==> config.mk <==
export PLATFORM = sky130hd
export DESIGN_NAME = tpg_dual
export DESIGN_NICKNAME = d
export VERILOG_FILES = /design/src/rtl/tpg_pkg.sv /design/src/rtl/tpg_word_join.sv /design/src/rtl/tpg_ramp.sv /design/src/rtl/tpg_channel.sv /design/src/rtl/tpg_dual.sv
export SDC_FILE = /design/constraint.sdc
export NUM_CORES = 1
export LEC_CHECK = 0
export CAP_MARGIN = 20
export CORE_ASPECT_RATIO = 1.75
export CORE_UTILIZATION = 35
export DETAILED_ROUTE_END_ITERATION = 10
export DONT_BUFFER_PORTS = 1
export PLACE_DENSITY_LB_ADDON = 0.15
export REMOVE_ABC_BUFFERS = 1
export SYNTH_ARGS = -nofsm -noshare
export SYNTH_HDL_FRONTEND = slang
export SYNTH_SLANG_ARGS = --single-unit
==> constraint.sdc <==
create_clock -name clk -period 2.37 [get_ports clk]
set_input_delay 0.1185 -clock clk [delete_from_list [all_inputs] [get_ports clk]]
set_output_delay 0.1185 -clock clk [all_outputs]
set_load 0.05 [all_outputs]
==> src/rtl/tpg_pkg.sv <==
package tpg_pkg;

    localparam int TPG_PAT_W    = 18;
    localparam int TPG_SAMPLE_W = 18;
    localparam int TPG_MODE_W   = 3;

    localparam logic [TPG_MODE_W-1:0] TPG_CODE_PASS  = 3'b000;
    localparam logic [TPG_MODE_W-1:0] TPG_CODE_RAMP  = 3'b010;
    localparam logic [TPG_MODE_W-1:0] TPG_CODE_CONST = 3'b011;

    typedef enum logic [1:0] {
        TPG_SEL_PASS,
        TPG_SEL_RAMP,
        TPG_SEL_CONST
    } tpg_sel_e;

    // Codes without a defined meaning fall back to pass-through.
    function automatic tpg_sel_e tpg_decode(input logic [TPG_MODE_W-1:0] code);
        tpg_sel_e sel;
        case (code)
            TPG_CODE_RAMP:  sel = TPG_SEL_RAMP;
            TPG_CODE_CONST: sel = TPG_SEL_CONST;
            default:        sel = TPG_SEL_PASS;
        endcase
        return sel;
    endfunction

endpackage

==> src/rtl/tpg_word_join.sv <==
module tpg_word_join #(
    parameter int PAT_W = tpg_pkg::TPG_PAT_W,
    localparam int TOP_W = PAT_W - 16
) (
    input  logic [7:0]       lo_i,
    input  logic [7:0]       mid_i,
    input  logic [TOP_W-1:0] top_i,
    output logic [PAT_W-1:0] word_o
);
    assign word_o = {top_i, mid_i, lo_i};
endmodule

==> src/rtl/tpg_ramp.sv <==
module tpg_ramp #(
    parameter int PAT_W = tpg_pkg::TPG_PAT_W
) (
    input  logic             clk,
    input  logic             rst,
    input  logic             run_i,
    input  logic             adv_i,
    input  logic [PAT_W-1:0] step_i,
    output logic [PAT_W-1:0] value_o
);
    logic [PAT_W-1:0] cnt_q;

    // Counter is held at zero outside ramp mode; it wraps naturally at 2^PAT_W.
    always_ff @(posedge clk) begin
        if (rst || !run_i) begin
            cnt_q <= '0;
        end else if (adv_i) begin
            cnt_q <= cnt_q + step_i;
        end
    end

    assign value_o = cnt_q;
endmodule

==> src/rtl/tpg_channel.sv <==
module tpg_channel
    import tpg_pkg::*;
#(
    parameter int PAT_W    = TPG_PAT_W,
    parameter int SAMPLE_W = TPG_SAMPLE_W,
    localparam int SHIFT   = SAMPLE_W - PAT_W
) (
    input  logic                  clk,
    input  logic                  rst,
    input  logic                  valid_i,
    input  logic [SAMPLE_W-1:0]   sample_i,
    input  logic [TPG_MODE_W-1:0] mode_i,
    input  logic [PAT_W-1:0]      word_i,
    output logic                  valid_o,
    output logic [SAMPLE_W-1:0]   sample_o
);
    tpg_sel_e            sel;
    logic [PAT_W-1:0]    ramp_val;
    logic [SAMPLE_W-1:0] pick;
    logic                valid_q;
    logic [SAMPLE_W-1:0] data_q;

    assign sel = tpg_decode(mode_i);

    tpg_ramp #(.PAT_W(PAT_W)) u_ramp (
        .clk     (clk),
        .rst     (rst),
        .run_i   (sel == TPG_SEL_RAMP),
        .adv_i   (valid_i),
        .step_i  (word_i),
        .value_o (ramp_val)
    );

    always_comb begin
        case (sel)
            TPG_SEL_RAMP:  pick = SAMPLE_W'(ramp_val) << SHIFT;
            TPG_SEL_CONST: pick = SAMPLE_W'(word_i) << SHIFT;
            default:       pick = sample_i;
        endcase
    end

    always_ff @(posedge clk) begin
        if (rst) begin
            valid_q <= 1'b0;
            data_q  <= '0;
        end else begin
            valid_q <= valid_i;
            if (valid_i) begin
                data_q <= pick;
            end
        end
    end

    assign valid_o  = valid_q;
    assign sample_o = data_q;
endmodule

==> src/rtl/tpg_dual.sv <==
module tpg_dual
    import tpg_pkg::*;
#(
    parameter int PAT_W    = TPG_PAT_W,
    parameter int SAMPLE_W = TPG_SAMPLE_W,
    localparam int TOP_W   = PAT_W - 16,
    localparam int NUM_CH  = 2
) (
    input  logic                  clk,
    input  logic                  rst,
    input  logic                  ch0_valid_i,
    input  logic [SAMPLE_W-1:0]   ch0_sample_i,
    input  logic [TPG_MODE_W-1:0] ch0_mode_i,
    input  logic                  ch1_valid_i,
    input  logic [SAMPLE_W-1:0]   ch1_sample_i,
    input  logic [TPG_MODE_W-1:0] ch1_mode_i,
    input  logic [7:0]            pat_lo_i,
    input  logic [7:0]            pat_mid_i,
    input  logic [TOP_W-1:0]      pat_top_i,
    output logic                  ch0_valid_o,
    output logic [SAMPLE_W-1:0]   ch0_sample_o,
    output logic                  ch1_valid_o,
    output logic [SAMPLE_W-1:0]   ch1_sample_o
);
    logic [PAT_W-1:0]                   word;
    logic [NUM_CH-1:0]                  v_in;
    logic [NUM_CH-1:0][SAMPLE_W-1:0]    s_in;
    logic [NUM_CH-1:0][TPG_MODE_W-1:0]  m_in;
    logic [NUM_CH-1:0]                  v_out;
    logic [NUM_CH-1:0][SAMPLE_W-1:0]    s_out;

    tpg_word_join #(.PAT_W(PAT_W)) u_join (
        .lo_i   (pat_lo_i),
        .mid_i  (pat_mid_i),
        .top_i  (pat_top_i),
        .word_o (word)
    );

    assign v_in = {ch1_valid_i, ch0_valid_i};
    assign s_in = {ch1_sample_i, ch0_sample_i};
    assign m_in = {ch1_mode_i, ch0_mode_i};

    for (genvar c = 0; c < NUM_CH; c++) begin : g_ch
        tpg_channel #(.PAT_W(PAT_W), .SAMPLE_W(SAMPLE_W)) u_ch (
            .clk      (clk),
            .rst      (rst),
            .valid_i  (v_in[c]),
            .sample_i (s_in[c]),
            .mode_i   (m_in[c]),
            .word_i   (word),
            .valid_o  (v_out[c]),
            .sample_o (s_out[c])
        );
    end

    assign ch0_valid_o  = v_out[0];
    assign ch1_valid_o  = v_out[1];
    assign ch0_sample_o = s_out[0];
    assign ch1_sample_o = s_out[1];
endmodule

Word-level counts from Yosys, hierarchy flattened

Index checks and enable logic that the tools add are counted.

Add/sub/neg operators: 2
Multiply operators: 0
Div/mod/pow operators: 0
Order comparisons: 0
Eq/ne operators: 8
Shifts and indexed selects: 0
Multiplexer cells: 4
Bitwise logic cells: 0
Reduce and logical (&&, ||, !) cells: 4

Operator list:

| operator                                                              | count |
|---|---|
| 18-bit one-hot mux with 2 select lines                                | 2 |
| 18-bit adder                                                          | 2 |
| 3-bit by 2-bit equality test with 1-bit output, second input constant | 4 |
| 2-bit one-hot mux with 2 select lines                                 | 2 |
| 2-bit by 1-bit equality test with 1-bit output, second input constant | 2 |
| 2-bit equality test, second input constant                            | 2 |
| 1-bit logical NOT                                                     | 2 |
| 1-bit logical OR                                                      | 2 |

Flip-flop bits (word level): 74
Bits in latches: 0
Memory bits (writable): 0
ROM bits: 0
Bits of input ports: 64
Output and inout port bits: 38
Logic and storage cells: 24
Memories kept: 0

Longest topological paths before layout

Depth in word-level cells: 5
Gate-level depth with buffers: 11

By module

A second synthesis with hierarchy kept.

Cell total of the unflattened synthesis: 655
Area, all modules: 5,506.5 um^2

Modules (own cells, without submodules):

| module                          | times used | cells each | area each (um^2) | sequential area each (um^2) |
|---|---|---|---|---|
| tpg_channel                     | 2          | 127        | 1,154.9          | 380.4 |
| tpg_ramp at g_ch[1].u_ch.u_ramp | 1          | 195        | 1,569.0          | 360.3 |
| tpg_ramp at g_ch[0].u_ch.u_ramp | 1          | 188        | 1,492.7          | 360.3 |
| tpg_word_join                   | 1          | 18         | 135.1            | 0.0 |

Worst setup path before layout

OpenSTA, ideal clock, no wires.

Kind: register -> register
Start point: reg g_ch[0].u_ch.u_ramp.cnt_q[0]
End point: reg g_ch[0].u_ch.u_ramp.cnt_q[14]
Setup time: 62 ps
Data arrival time: 1,981 ps
Required time: 2,308 ps
Slack: 327 ps
Stages on the path, launching flop included: 11
Buffers on the path: 0
Path through: dfxtp_1 -> ha_1 -> inv_1 -> fa_1 -> inv_1 -> a21o_2 -> a211oi_2 -> o21ai_2 -> o221ai_2 -> or4b_1 -> nand3_1

Cells in the longest elaborated chain, start to end: 1

Ends and longest elaborated chain:

| element                | RTL line       | text |
|---|---|---|
| from (decl)            | tpg_ramp.sv:11 | `logic [PAT_W-1:0] cnt_q;` |
| from (signal assigned) | tpg_ramp.sv:18 | `cnt_q <= cnt_q + step_i;` |
| 18-bit adder           | tpg_ramp.sv:18 |  |

Every way passes these cells.
A chain may end at the register's enable or synchronous reset.

Final worst setup path

Same ends and word-level chain as after synthesis.

==> results.md <==
- CORE AREA: 13980 um^2
- Final Critical Period: 2251 ps
- Initial core utilization: a little over a third
- Final Wtd Congestion: 0.8994
- Pre-antenna DRT Iters: 4
- DRC viols: 0
- Maximum VDD drop: 0.3390 mV
- Clk_lat worst skew: 340 ps
- Worst Skew: 7.751 ps
- Vias in the first global route: around 4700
- Total placed cells including tap cells: 790
- Largest fanout on the critical path: 3
- Max clock buf depth: 2
- Final Hold Fails: 0
- FMAX: 444.2 MHz
- GRT Residual Overflow: 0
- Postcts setup bufs: 0
- Post-synth EDFFs: 0
- Crit. End Element: register
- Post-DR wirelength/cell: 17.60 um
- Area Overhead vs Synth: 10.29%
- Reg2Reg Setup Slack: 120 ps
- Syn_area_per_cell: 7.855 um^2
- Sequential-to-total area share from yosys stat: 29.29%
- Worst hold path class: input port to register
- Relative slew slack: between 40% and 50%
- Die area: between 10000 and 15000 um^2
- PortBufs: 0
- Clock buffer count from CTS: 9
- Top FF cell, synth: dfxtp_1
- GRT Overall Usage: 19.62%
- Worst setup SP type: register
- Final setup viols: 0
- Nets: 732
- Htree depth: 3
- Share of layout cells above drive strength 1: 6.477%
- Final period util: 95.00%
- Data required time of the critical path: ~2700 ps
- Setup ws final: 118.5 ps
- Slew @ Worst Pin: 751.6 ps
- Place WS: just over 100 ps
- Cells taking the most area after synthesis: dfxtp_1 (29%), ha_1 (9.4%), nor2_1 (8.2%)
- WP data arrival: 2530 ps
- # diodes: 0
- MaxCap Viol Count: 0
- Io pins: 102
- Synth warn: 0
- Share of flip-flops with an asynchronous set or reset: 0%
- Initial antenna violation count: 0
- Drt total wl: 14250 um
- Commonest non-fill, non-tap cells in the layout: nor2_1 (110), dfxtp_1 (74), a21oi_1 (67)
- Die height: 161.0 um
- Root Driver: clkbuf_16
- First-pass GRT wire length: roughly 23000 um
- Area leader, netlist: dfxtp_1
- FF-to-FF path depth: 10
- Flops & latches, synth: 74
- Pwr dens: 589.7 nW/um^2
- Die Wd: 92.88 um
- Commonest non-fill, non-tap cell in the layout: nor2_1
- Cells after synthesis: 644
- Row Count: 57
- Fin Setup TNS: 0 ps
- Vias per Instance: roughly 5.6
- Pin count of the biggest net entering global routing: 39
- Leakage: 2.359 nW
- Crit path kind: register to register
- Filler-free cell count of the finished design: 810
- RSZ-0062 raised after global routing: no
- Via Count: 4525
- Post-Syn Area: 5059 um^2
- Unique cell type count in the Yosys netlist: 59
- Max Slew Vio Count: 0
- Clock-pin slew on the worst setup and hold paths: about 60 ps
- CTS tree: built
- Synth top area share: 29.29%
- ANT nets after route: 0
- Hold Path Depth: 2
- 1st-iter DRT viols: 132
- Clock Sinks: 74
- Placed wire-length estimate: 10100 um
- Run status: finished clean
worst paths after layout:
kind	from	end
min reg2reg	g_ch[0].u_ch.u_ramp.value_o[17]	g_ch[0].u_ch.u_ramp.value_o[17]
max	g_ch[0].u_ch.u_ramp.value_o[0]	g_ch[0].u_ch.u_ramp.value_o[14]
max reg2reg	g_ch[0].u_ch.u_ramp.value_o[0]	g_ch[0].u_ch.u_ramp.value_o[14]
min	ch0_valid_i	g_ch[0].u_ch.u_ramp.value_o[12]
where the power goes:
group          total (mW)  internal [mW]  switching [mW]
combinational       0.420          0.173           0.247
sequential           1.45           1.29           0.163
clock                1.42          0.874           0.543
final cells by class:
class / count / area, um^2
Fill cell: 1456 / 8399
Multi-Input combinational cell: 516 / 3373
Sequential cell: 74 / 1481
Clock buffer: 14 / 264.0
Tap cell: 177 / 221.5
Timing Repair Buffer: 14 / 155.1
Inverter: 13 / 48.80
Clock inverter: 2 / 35.03
stage by stage:
stage | hold WS [ps] | power (mW) | instance area (um^2) | util (%)
after detailed placement | 197.3 | 1.860 | 5204 | 37.23
final | 9.334 | 3.290 | 5579 | 39.91
after floorplan | 185.2 | 1.771 | 4895 | -
after global routing | 39.46 | 3.441 | 5579 | 39.91
after global placement | 195.7 | 1.851 | 5204 | 37.23
after CTS | 2.362 | 3.333 | 5570 | 39.85
logic make-up (layout without fill, tap and decap cells):
group,count (synthesis),in the layout,synth area share (%)
fa+ha+maj,40,40,10.19
simple gates,225,225,20.65
buf+inv,54,43,4.205
compound gates,196,196,25.25
flops,74,74,29.29
xor+xnor,19,19,3.290
mux,36,36,7.124
worst max-delay path, cell delays in order, from the launching register on:
cell and delay, ps:
dfxtp_1 350, ha_1 180, inv_1 60, fa_1 400, inv_1 70, a21o_2 130, a211oi_2 90, o21ai_2 220
o221ai_2 120, or4b_1 470, nand3_1 80
layer usage:
metal	up-vias	wire (um)	global-route usage (%)
met1	2120	5697	21.43
met4	0	342	7.343
li1	2288	-	-
met5	-	0	0
met3	16	622	2.919
met2	101	7589	37.17
registers in the layout (all words and copies together) (netlist names):
register                  flops
g_ch.u_ch.valid_o             2
g_ch.u_ch.sample_o           36
g_ch.u_ch.u_ramp.value_o     36
cells in the mapped netlist, types with 5 or more instances:
library cell / instances
a21oi_1: 67
a21o_1: 16
buf_2: 5
nand3b_1: 10
nand3_1: 15
nor3b_1: 6
buf_1: 6
o21ai_0: 26
clkbuf_1: 29
nand2_1: 51
a22oi_1: 36
o21ai_1: 8
nor2_1: 110
nand4_1: 11
dfxtp_1: 74
xnor2_1: 14
mux2i_1: 36
o21a_1: 6
ha_1: 38
xor2_1: 5
inv_1: 13
timing repair:
action,in CTS,in global routing
endpoints found under the setup margin,0,2
endpoints found under the hold margin,64,0
hold buffers,4,0
gates resized for setup,0,1
Note: power is estimated with default switching activity, not from simulation.
